[src/rtl/tpt_pkg.sv]
package tpt_pkg;
  localparam int unsigned TOKEN_IDX_W = 3;
  localparam int unsigned TOKEN_COUNT = 1 << TOKEN_IDX_W;

  // per-port strobe bundle handed from decode to the token core
  typedef struct packed {
    logic                   claim;
    logic                   drop;
    logic [TOKEN_IDX_W-1:0] slot;
  } portCmd_t;

  typedef enum logic [1:0] {
    OWN_NONE  = 2'd0,
    OWN_LEFT  = 2'd1,
    OWN_RIGHT = 2'd2
  } owner_e;
endpackage

[src/rtl/tpt_cmd_decode.sv]
module tpt_cmd_decode
  import tpt_pkg::*;
(
  input  logic                   lWe,
  input  logic [TOKEN_IDX_W-1:0] lAddr,
  input  logic                   lWdata,
  input  logic                   rWe,
  input  logic [TOKEN_IDX_W-1:0] rAddr,
  input  logic                   rWdata,
  output portCmd_t               lCmd,
  output portCmd_t               rCmd
);
  // a write of 0 is a claim, a write of 1 is a drop; no write, no strobe
  always_comb begin
    lCmd.claim = lWe & ~lWdata;
    lCmd.drop  = lWe &  lWdata;
    lCmd.slot  = lAddr;
    rCmd.claim = rWe & ~rWdata;
    rCmd.drop  = rWe &  rWdata;
    rCmd.slot  = rAddr;
  end
endmodule

[src/rtl/tpt_token_core.sv]
module tpt_token_core
  import tpt_pkg::*;
#(
  parameter int unsigned NUM_TOKENS = TOKEN_COUNT
) (
  input  logic                   clk,
  input  logic                   rstN,
  input  portCmd_t               lCmd,
  input  portCmd_t               rCmd,
  input  logic [TOKEN_IDX_W-1:0] lAddr,
  input  logic [TOKEN_IDX_W-1:0] rAddr,
  output logic                   lRdata,
  output logic                   rRdata,
  output logic [NUM_TOKENS-1:0]  reqL,
  output logic [NUM_TOKENS-1:0]  reqR,
  output logic [NUM_TOKENS-1:0]  ownL,
  output logic [NUM_TOKENS-1:0]  ownR
);
  owner_e ownerQ [NUM_TOKENS];

  for (genvar i = 0; i < NUM_TOKENS; i++) begin : g_token
    logic   reqLNext;
    logic   reqRNext;
    owner_e ownerNext;

    // request flops per side, updated from that side's strobes only
    always_comb begin
      reqLNext = reqL[i];
      if (lCmd.slot == TOKEN_IDX_W'(i)) begin
        if (lCmd.claim) reqLNext = 1'b1;
        if (lCmd.drop)  reqLNext = 1'b0;
      end
      reqRNext = reqR[i];
      if (rCmd.slot == TOKEN_IDX_W'(i)) begin
        if (rCmd.claim) reqRNext = 1'b1;
        if (rCmd.drop)  reqRNext = 1'b0;
      end
    end

    // holder keeps while requesting; otherwise left first, then right
    always_comb begin
      if (ownerQ[i] == OWN_LEFT && reqLNext)        ownerNext = OWN_LEFT;
      else if (ownerQ[i] == OWN_RIGHT && reqRNext)  ownerNext = OWN_RIGHT;
      else if (reqLNext)                            ownerNext = OWN_LEFT;
      else if (reqRNext)                            ownerNext = OWN_RIGHT;
      else                                          ownerNext = OWN_NONE;
    end

    always_ff @(posedge clk) begin
      if (!rstN) begin
        reqL[i]   <= 1'b0;
        reqR[i]   <= 1'b0;
        ownerQ[i] <= OWN_NONE;
      end else begin
        reqL[i]   <= reqLNext;
        reqR[i]   <= reqRNext;
        ownerQ[i] <= ownerNext;
      end
    end

    assign ownL[i] = (ownerQ[i] == OWN_LEFT);
    assign ownR[i] = (ownerQ[i] == OWN_RIGHT);
  end

  // readback: 0 means the reading side holds the addressed token
  assign lRdata = ~ownL[lAddr];
  assign rRdata = ~ownR[rAddr];
endmodule

[src/rtl/twin_port_token_bank.sv]
module twin_port_token_bank
  import tpt_pkg::*;
(
  input  logic                   clk,
  input  logic                   rstN,
  input  logic [TOKEN_IDX_W-1:0] lAddr,
  input  logic                   lWe,
  input  logic                   lWdata,
  output logic                   lRdata,
  input  logic [TOKEN_IDX_W-1:0] rAddr,
  input  logic                   rWe,
  input  logic                   rWdata,
  output logic                   rRdata
);
  portCmd_t                 lCmd;
  portCmd_t                 rCmd;
  logic [TOKEN_COUNT-1:0]   reqLVec;
  logic [TOKEN_COUNT-1:0]   reqRVec;
  logic [TOKEN_COUNT-1:0]   ownLVec;
  logic [TOKEN_COUNT-1:0]   ownRVec;

  tpt_cmd_decode u_decode (
    .lWe    (lWe),
    .lAddr  (lAddr),
    .lWdata (lWdata),
    .rWe    (rWe),
    .rAddr  (rAddr),
    .rWdata (rWdata),
    .lCmd   (lCmd),
    .rCmd   (rCmd)
  );

  tpt_token_core #(.NUM_TOKENS(TOKEN_COUNT)) u_core (
    .clk    (clk),
    .rstN   (rstN),
    .lCmd   (lCmd),
    .rCmd   (rCmd),
    .lAddr  (lAddr),
    .rAddr  (rAddr),
    .lRdata (lRdata),
    .rRdata (rRdata),
    .reqL   (reqLVec),
    .reqR   (reqRVec),
    .ownL   (ownLVec),
    .ownR   (ownRVec)
  );
endmodule

[config.mk]
export PLATFORM = sky130hd
export DESIGN_NAME = twin_port_token_bank
export DESIGN_NICKNAME = d
export VERILOG_FILES = /design/src/rtl/tpt_pkg.sv /design/src/rtl/tpt_cmd_decode.sv /design/src/rtl/tpt_token_core.sv /design/src/rtl/twin_port_token_bank.sv
export SDC_FILE = /design/constraint.sdc
export NUM_CORES = 1
export LEC_CHECK = 0
export BUFFER_PORTS_ARGS = -buffer_cell sky130_fd_sc_hd__clkbuf_2
export CORE_ASPECT_RATIO = 0.9
export CORE_MARGIN = 10
export CORE_UTILIZATION = 28
export CTS_CLUSTER_SIZE = 40
export DETAILED_ROUTE_END_ITERATION = 8
export GPL_TIMING_DRIVEN = 0
export PLACE_DENSITY = 0.55
export SETUP_SLACK_MARGIN = 0.1
export SYNTH_ARGS = -nofsm -noshare
export SYNTH_HDL_FRONTEND = slang
export SYNTH_HIERARCHICAL = 1
export SYNTH_SLANG_ARGS = --single-unit
[constraint.sdc]
create_clock -name clk -period 1.9 [get_ports clk]
set_input_delay 0.285 -clock clk [delete_from_list [all_inputs] [get_ports clk]]
set_output_delay 0.285 -clock clk [all_outputs]
set_load 0.03 [all_outputs]
==> flow_summary.json, run 1 <==
{
  "cts_buffer_depth": 2,
  "io_buffers": 12,
  "ir_worst_vdd_mv": 0.525,
  "total_leakage_power_nw": 0.810,
  "grt_setup_unrepaired": "true",
  "avgSynthCellArea_sq_um": 10.7,
  "drive_gt1_share_pct": 37.0,
  "multi_input_area_sq_um": 947,
  "ys_seq_area_share_pct": 38.0,
  "cts_buffers": 5,
  "hold_violations": 0,
  "met3_length_um": 103,
  "period_share_pct": 96.3,
  "slew_headroom_pct": 65.8,
  "hp-class": "input pin to flop",
  "grt_overflow_total": 0,
  "grt_pass1_wl_um": 6620,
  "grt_usage_pct": 8.92,
  "clock_latency_ps": 280,
  "synth-edff-count": 0,
  "drc": 0,
  "worst-setup-path-type": "flop to primary output",
  "clock_skew_ps": 3.79,
  "ys_types": 50,
  "dr.pass1.iters": 4,
  "max_freq_mhz": 546,
  "syn_inst": 158,
  "fp.dieW_um": 102,
  "grt_max_degree": 11,
  "routed_wl_um": 3890,
  "antenna_cells": 0,
  "crit_fanout": 2,
  "reg2reg_depth": 4,
  "antenna_left": 0,
  "cp-end-kind": "primary output",
  "syn-cell-area_sq_um": 1690,
  "maxSlewViolCount": 0,
  "period_needed_ps": 1830,
  "wl_per_cell_um": 15.5,
  "regArea_sq_um": 647,
  "worst-slew-pin-transition_ps": 514,
  "highest_layer": "met4",
  "hold_buffers": 0,
  "crit_arrival_ps": 1550,
  "die_height_um": 93.6,
  "ios": 14,
  "syn-num-nets": 170,
  "setup_viol": 0,
  "core-area_sq_um": 5760,
  "place_area_sq_um": 1830,
  "m1WireLength_um": 1970,
  "drt_iter0_drc": 57,
  "crit_path_start_kind": "flop",
  "viasPerCell": 5.11,
  "postLayoutSetupSlackWorst_ps": 69.9,
  "die_area_sq_um": 9530,
  "h-tree-depth": 2,
  "ys_ff_latch": 32,
  "syn_to_final_growth_pct": 17.7,
  "critPathRequiredTime_ps": 1620,
  "tritoncts": "done",
  "place_ws_ps": 288,
  "rows": 26,
  "antenna_found_initial": 0,
  "initial_core_util_pct": 29.3,
  "path_clk_slew_ps": 60,
  "grt_pass1_vias": 1303,
  "async_flop_share_pct": 0,
  "max_cap_violations": 0,
  "worstHoldPathCells": 2,
  "hpwl_um": 2970,
  "nNetsFinal": 192,
  "met2_wirelength_um": 1780,
  "num-fill-cells": 592,
  "outcome": "finished, final reports clean",
  "power.density_nw_per_um2": 700,
  "cts_sinks": 32,
  "gp_congestion": 0.728,
  "synthFlopType": "dfxtp_1",
  "vias": 1282,
  "clockRootBuffer": "clkbuf_8",
  "yosysWarningCount": 6,
  "final_cell_area_sq_um": 1990
}
logic make-up after synthesis:
kind of cell,synth area share [%]
buffers and inverters,7.49
AOI/OAI and AO/OA,20.3
muxes,6.53
and+or+nand+nor,27.7
DFF,38.0
per-stage QoR:
step                hold WS (ps)  utilization, %  TNS [ps]  cells  power (mW)
floorplan                    454               -         0    158       0.818
global placement             475            31.9         0    240       0.864
detailed placement           481            31.9         0    240       0.865
CTS                          469            33.7         0    249        1.40
global route                 494            34.5     -27.8    251        1.46
finish                       470            34.5         0    251        1.39
repair_timing:
| action | 4_1_cts | 5_1_grt |
|---|---|---|
| resized for setup | 3 | 13 |
| endpoints found under the setup margin | 2 | 2 |
| setup buffers | 1 | 2 |
worst max-delay path: stages, from the launching register on:
cell and delay, ps:
dfxtp_2 320, and2b_4 180, mux4_2 450, mux2i_1 140, buf_4 170
final timing paths:
kind                                          start  slack, ps             endpoint
worst max-delay path            u_core/ownerQ[0][6]         70               rRdata
worst min-delay path                           rstN        470  u_core/ownerQ[1][7]
worst min register to register       u_core/reqL[7]        500       u_core/reqL[7]
worst max register to register  u_core/ownerQ[0][4]        870  u_core/ownerQ[0][4]
state kept, by name, indices dropped and copies added, names as in the netlist:
signal         cells
u_core/ownerQ     16
u_core/reqR        8
u_core/reqL        8
cell type report:
| cell class | count | share of cell area (%) |
|---|---|---|
| Buffer | 14 | 5.04 |
| Clock buffer | 8 | 4.54 |
| Inverter | 7 | 1.32 |
| Multi-Input combinational cell | 105 | 47.7 |
| Sequential cell | 32 | 32.6 |
| Tap cell | 70 | 4.41 |
| Timing Repair Buffer | 15 | 4.41 |
cell usage after synthesis (2+ instances only):
master,n,area (sq um)
nor4b_2,2,30.0
mux2i_1,2,20.0
and2b_2,2,17.5
buf_2,2,10.0
o22ai_2,3,37.5
mux4_2,4,90.1
nand4_1,2,12.5
o22ai_1,2,12.5
dfxtp_1,32,641
nor2_1,8,30.0
and4b_1,4,40.0
nand2b_1,4,25.0
a41o_1,3,30.0
buf_4,8,60.1
and2_2,2,15.0
inv_1,7,26.3
nand2_1,5,18.8
o221ai_1,3,26.3
a211oi_1,2,15.0
and2_1,4,25.0
and2b_4,2,20.0
o2111a_1,3,33.8
buf_6,2,22.5
o221a_2,2,22.5
o21a_1,2,15.0
and3_1,5,31.3
o21ai_0,2,10.0
a311oi_2,2,30.0
nor2b_4,2,27.5
clkbuf_1,2,7.51
and4bb_1,3,37.5
nor2b_1,12,75.1
routing by layer:
metal / global-route usage [%] / vias up
met5: 0 / -
met4: 2.82 / 0
met1: 11.3 / 623
met3: 2.80 / 7
li1: - / 642
met2: 14.0 / 10
power breakdown:
| group | switching (mW) | internal [mW] | total (mW) |
|---|---|---|---|
| sequential | 0.00682 | 0.686 | 0.693 |
| clock | 0.240 | 0.295 | 0.535 |
| combinational | 0.0894 | 0.0732 | 0.163 |
| total | 0.336 | 1.05 | 1.39 |
cells in the final DEF, fill, tap and decap left out, types with 4 or more instances in the layout:
cell | synthesis | layout
dfxtp_1 | 32 | 27
buf_4 | 8 | 13
clkbuf_2 | 0 | 10
nor2b_1 | 12 | 9
nor2_1 | 8 | 8
inv_1 | 7 | 7
clkbuf_8 | 0 | 6
nor2b_4 | 2 | 5
and3_1 | 5 | 5
nand2_1 | 5 | 5
dfxtp_2 | 0 | 5
clkbuf_1 | 2 | 4
mux4_2 | 4 | 4
nand2b_1 | 4 | 4
and4b_1 | 4 | 4
and2_1 | 4 | 4
Power figures use the tool's default switching activity.
==> run 2, diff against run 1 <==
Settings changed: BUFFER_PORTS_ARGS -buffer_cell sky130_fd_sc_hd__clkbuf_2 to not set, DONT_BUFFER_PORTS set to 1, PLACE_DENSITY 0.55 to 0.53.
==> flow_summary.json, run 2 (same netlist as run 1, synthesis figures left out) <==
{
  "worst-setup-path-type": "flop to primary output",
  "clockRootBuffer": "clkbuf_8",
  "setup_viol": 0,
  "hold_buffers": 0,
  "hold_violations": 0,
  "drt_iter0_drc": 63,
  "maxSlewViolCount": 0,
  "die_area_sq_um": 9530,
  "vias": 1212,
  "cpMaxStageDelayCell": "mux4_2",
  "grt_overflow_total": 0,
  "cts_buffers": 5,
  "period_share_pct": 97.6,
  "power_mw": 1.38,
  "top_regs": "u_core/ownerQ: 16 flops, u_core/reqL: 8 flops, u_core/reqR: 8 flops",
  "finalNonFillerCells": 240,
  "final_cell_area_sq_um": 1960,
  "clock_latency_ps": 280,
  "grt_setup_unrepaired": "true",
  "dr.pass1.iters": 5,
  "crit_fanout": 2,
  "switching_share_pct": 24.2,
  "gp_congestion": 0.726,
  "antenna_left": 0,
  "path_clk_slew_ps": 70,
  "dp.cells": 228,
  "power_frac_seq_pct": 50.0,
  "worst-slew-pin-transition_ps": 542,
  "drc": 0,
  "grt_pass1_vias": 1315,
  "io_buffers": 0,
  "h-tree-depth": 2,
  "slew_headroom_pct": 63.9,
  "antenna_found_initial": 0,
  "num-fill-cells": 586,
  "ios": 14,
  "final_cell_mix": "dfxtp_1, buf_4, nor2b_1, nor2_1, inv_1",
  "p_sw_uw": 335,
  "antenna_cells": 0,
  "grt_usage_pct": 9.24,
  "cts_sinks": 32,
  "drive_gt1_share_pct": 35.3,
  "place_area_sq_um": 1770,
  "core-area_sq_um": 5760,
  "tritoncts": "done",
  "syn_to_final_growth_pct": 16.0,
  "die_height_um": 93.6,
  "rows": 26,
  "hp-class": "input pin to flop",
  "fp.dieW_um": 102,
  "internal_power_mw": 1.05,
  "period_needed_ps": 1850,
  "initial_core_util_pct": 29.3,
  "wl_per_cell_um": 16.5,
  "power.density_nw_per_um2": 707,
  "nNetsFinal": 181,
  "viasPerCell": 5.05,
  "total_leakage_power_nw": 0.763,
  "top_register": "u_core/ownerQ",
  "crit_path_start_kind": "flop",
  "power.share.clock_pct": 39.2,
  "max_freq_mhz": 539,
  "largest_reg_flops": 16,
  "crit_arrival_ps": 1570,
  "critPathRequiredTime_ps": 1620,
  "grt_pass1_wl_um": 6700,
  "tns_ps": 0,
  "path_cells": "nor2b_4 > mux4_2 > mux2i_4",
  "hpwl_um": 2970,
  "power_frac_comb_pct": 10.8,
  "outcome": "finished, final reports clean",
  "clock_skew_ps": 3.28,
  "final_common_cell": "dfxtp_1",
  "ir_worst_vdd_mv": 0.319,
  "routed_wl_um": 3960,
  "max_cap_violations": 0,
  "cts_buffer_depth": 2,
  "cp-end-kind": "primary output",
  "post-route-util_pct": 34.0,
  "grt_max_degree": 11,
  "cp_slowest_stage_delay_ps": 490
}
==> run 2: power groups by stage <==
stage	Combinational, mW	Sequential (mW)	Clock, mW
floorplan	0.113	0.705	0
global placement	0.141	0.706	0
detailed placement	0.141	0.706	0
CTS	0.148	0.692	0.558
global route	0.163	0.694	0.592
finish	0.149	0.693	0.542
==> run 2: worst paths after layout <==
kind	from	to	slack, ps	depth (start not counted)
setup / recovery	u_core/ownerQ[1][2]	lRdata	50	3
setup reg to reg	u_core/ownerQ[0][4]	u_core/ownerQ[0][4]	880	4
hold reg to reg	u_core/reqL[7]	u_core/reqL[7]	510	2
hold / removal	lAddr[1]	u_core/reqL[4]	450	3
==> run 2: what timing repair did <==
item,4_1_cts,5_1_grt
pin swaps,0,0
resized for setup,15,3
setup buffers,3,1
endpoints found under the setup margin,2,2
==> run 2: final cells by class <==
| cell class | count | area (sq um) | area share [%] |
|---|---|---|---|
| Tap cell | 70 | 87.6 | 4.48 |
| Clock buffer | 8 | 90.1 | 4.60 |
| Multi-Input combinational cell | 105 | 975 | 49.8 |
| Sequential cell | 32 | 648 | 33.1 |
| Timing Repair Buffer | 4 | 30.0 | 1.53 |
| Inverter | 7 | 26.3 | 1.34 |
| Buffer | 14 | 100 | 5.12 |
==> run 2: critical path: cells and delay by family, from the launching register on <==
family | cells | cell delay [ps]
multiplexers | 2 | 810
flip-flops | 1 | 340
AND/OR/NAND/NOR | 1 | 130
==> run 2: per-stage QoR <==
step,hold slack (ps),setup WS [ps]
4_1_cts,445,43.5
6_report,451,46.3
3_5_place_dp,491,79.8
3_3_place_gp,481,79.7
2_1_floorplan,454,174
5_1_grt,453,7.39
==> run 2: per-layer routing <==
layer  share of wire (%)  GRT usage [%]  vias up
li1                    -              -      616
met1                  49           11.2      579
met2                  47           14.9        9
met3                 2.4           2.58        8
met4                 1.9           4.23        0
met5                   0              0        -
==> run 3, diff against run 2 <==
Settings changed: CORE_ASPECT_RATIO 0.9 to not set, PLACE_DENSITY 0.53 to 0.49.
==> flow_summary.json, run 3 (same netlist as run 1, synthesis figures left out) <==
{
  "outcome": "finished, final reports clean",
  "grt_pass1_wl_um": 6640,
  "hpwl_um": 3000,
  "max_freq_mhz": 542,
  "core-area_sq_um": 5890,
  "crit_buf_inv": 0,
  "vias": 1273,
  "r2r-start": "u_core/ownerQ[0][4]",
  "cts_sinks": 32,
  "holdWs_ps": 432,
  "regToRegEndpoint": "u_core/ownerQ[0][4]",
  "path_cells": "nor2b_4 > mux4_2 > mux2i_4",
  "post-route-util_pct": 33.4,
  "critPathRequiredTime_ps": 1620,
  "crit_start": "u_core/ownerQ[1][3]",
  "antenna_found_initial": 0,
  "crit_path_end": "rRdata",
  "crit_path_start_kind": "flop",
  "critPathTopFamily": "multiplexers",
  "grt-busiest-layer": "met2",
  "grt_pass1_vias": 1311,
  "grtUsageMet1_pct": 9.65,
  "tns_ps": 0,
  "num-fill-cells": 574,
  "cpMaxStageDelayCell": "mux4_2",
  "grt_usage_pct": 8.46,
  "h-tree-depth": 2,
  "final_common_cell": "dfxtp_1",
  "tritoncts": "done",
  "slew_headroom_pct": 65.3,
  "cts_buffers": 5,
  "syn_to_final_growth_pct": 16.6,
  "postLayoutSetupSlackWorst_ps": 56.5,
  "io_buffers": 0,
  "place_ws_ps": 64.0,
  "crit_fanout": 2,
  "rows": 28,
  "period_needed_ps": 1840,
  "drt_iter0_drc": 70,
  "fp.dieW_um": 97.6,
  "hold_violations": 0,
  "met3_usage_pct": 1.28,
  "clock_skew_ps": 6.95,
  "grt_overflow_total": 0,
  "grt_max_degree": 11,
  "grt_setup_unrepaired": "true",
  "total_leakage_power_nw": 0.762,
  "setup_viol": 0,
  "grtUsageMet2_pct": 14.6,
  "cp_slowest_stage_delay_ps": 510,
  "routed_wl_um": 3920,
  "die_height_um": 97.6,
  "dr.pass1.iters": 4,
  "period_share_pct": 97.0,
  "gp_congestion": 0.740,
  "hold_buffers": 0,
  "clock_latency_ps": 280,
  "cts_buffer_depth": 2,
  "antenna_cells": 0,
  "top_regs": "u_core/ownerQ: 16 flops, u_core/reqL: 8 flops, u_core/reqR: 8 flops",
  "die_area_sq_um": 9530,
  "worst-slew-pin-transition_ps": 521,
  "r2r_setup_slack_ps": 860,
  "nNetsFinal": 180,
  "cp_num_cells": 3,
  "cp-end-kind": "primary output",
  "clockRootBuffer": "clkbuf_8",
  "ios": 14,
  "maxSlewViolCount": 0,
  "max_cap_violations": 0,
  "ir_worst_vdd_mv": 0.230,
  "largest_reg_flops": 16,
  "antenna_left": 0,
  "path_clk_slew_ps": 70,
  "hp-class": "input pin to flop",
  "drive_gt1_share_pct": 38.5,
  "wl_per_cell_um": 16.1,
  "power.density_nw_per_um2": 700,
  "finalNonFillerCells": 244,
  "crit_arrival_ps": 1560,
  "worst-setup-path-type": "flop to primary output",
  "viasPerCell": 5.22,
  "reg2reg_depth": 4,
  "final_cell_mix": "dfxtp_1, buf_4, dfxtp_2, nor2b_1, nor2_1",
  "top_register": "u_core/ownerQ",
  "initial_core_util_pct": 28.7,
  "drc": 0,
  "dp.cells": 233
}
## run 3: timing repair
action | in CTS | in global routing
endpoints found under the hold margin | 0 | 0
setup endpoints to repair | 2 | 2
pin swaps | 0 | 0
resized for setup | 19 | 3
buffers inserted | 3 | 0
## run 3: cell type report
cell class	instances	area, sq um	area share [%]
Sequential cell	32	652	33.1
Inverter	7	26.3	1.34
Tap cell	75	93.8	4.77
Buffer	14	100	5.09
Clock inverter	2	10.0	0.509
Multi-Input combinational cell	105	980	49.8
Clock buffer	6	82.6	4.20
Timing Repair Buffer	3	22.5	1.15
## run 3: how the worst min path moves through the flow
stage | start | end | cells after the start
CTS | lAddr[1] | u_core/reqL[4] | 3
finish | lAddr[1] | u_core/reqL[4] | 3
floorplan | u_core/reqL[7] | u_core/reqL[7] | 2
global placement | u_core/reqL[7] | u_core/reqL[7] | 2
global route | lAddr[1] | u_core/reqL[4] | 3
detailed placement | u_core/reqR[4] | u_core/reqR[4] | 2
## run 3: power breakdown
group / switching, mW / internal, mW / total (mW)
combinational: 0.0798 / 0.0679 / 0.148
sequential: 0.00765 / 0.686 / 0.694
clock: 0.247 / 0.289 / 0.535
total: 0.334 / 1.04 / 1.38
## run 3: routing by layer
metal  up-vias  share of wire [%]
li1        619                  -
met1       625                 43
met2        21                 52
met3         8                3.5
met4         0                1.8
met5         -                  0
## run 3: worst register-to-register path, stage by stage, from the launching register on
cell and delay (ps):
dfxtp_2 310, and2b_4 240, buf_4 110, o221ai_1 90, and3_1 190
## run 3: metrics by stage
step,power (mW),instance area (sq um)
global route,1.43,1970
floorplan,0.818,1690
global placement,0.844,1780
CTS,1.39,1960
detailed placement,0.847,1780
finish,1.38,1970
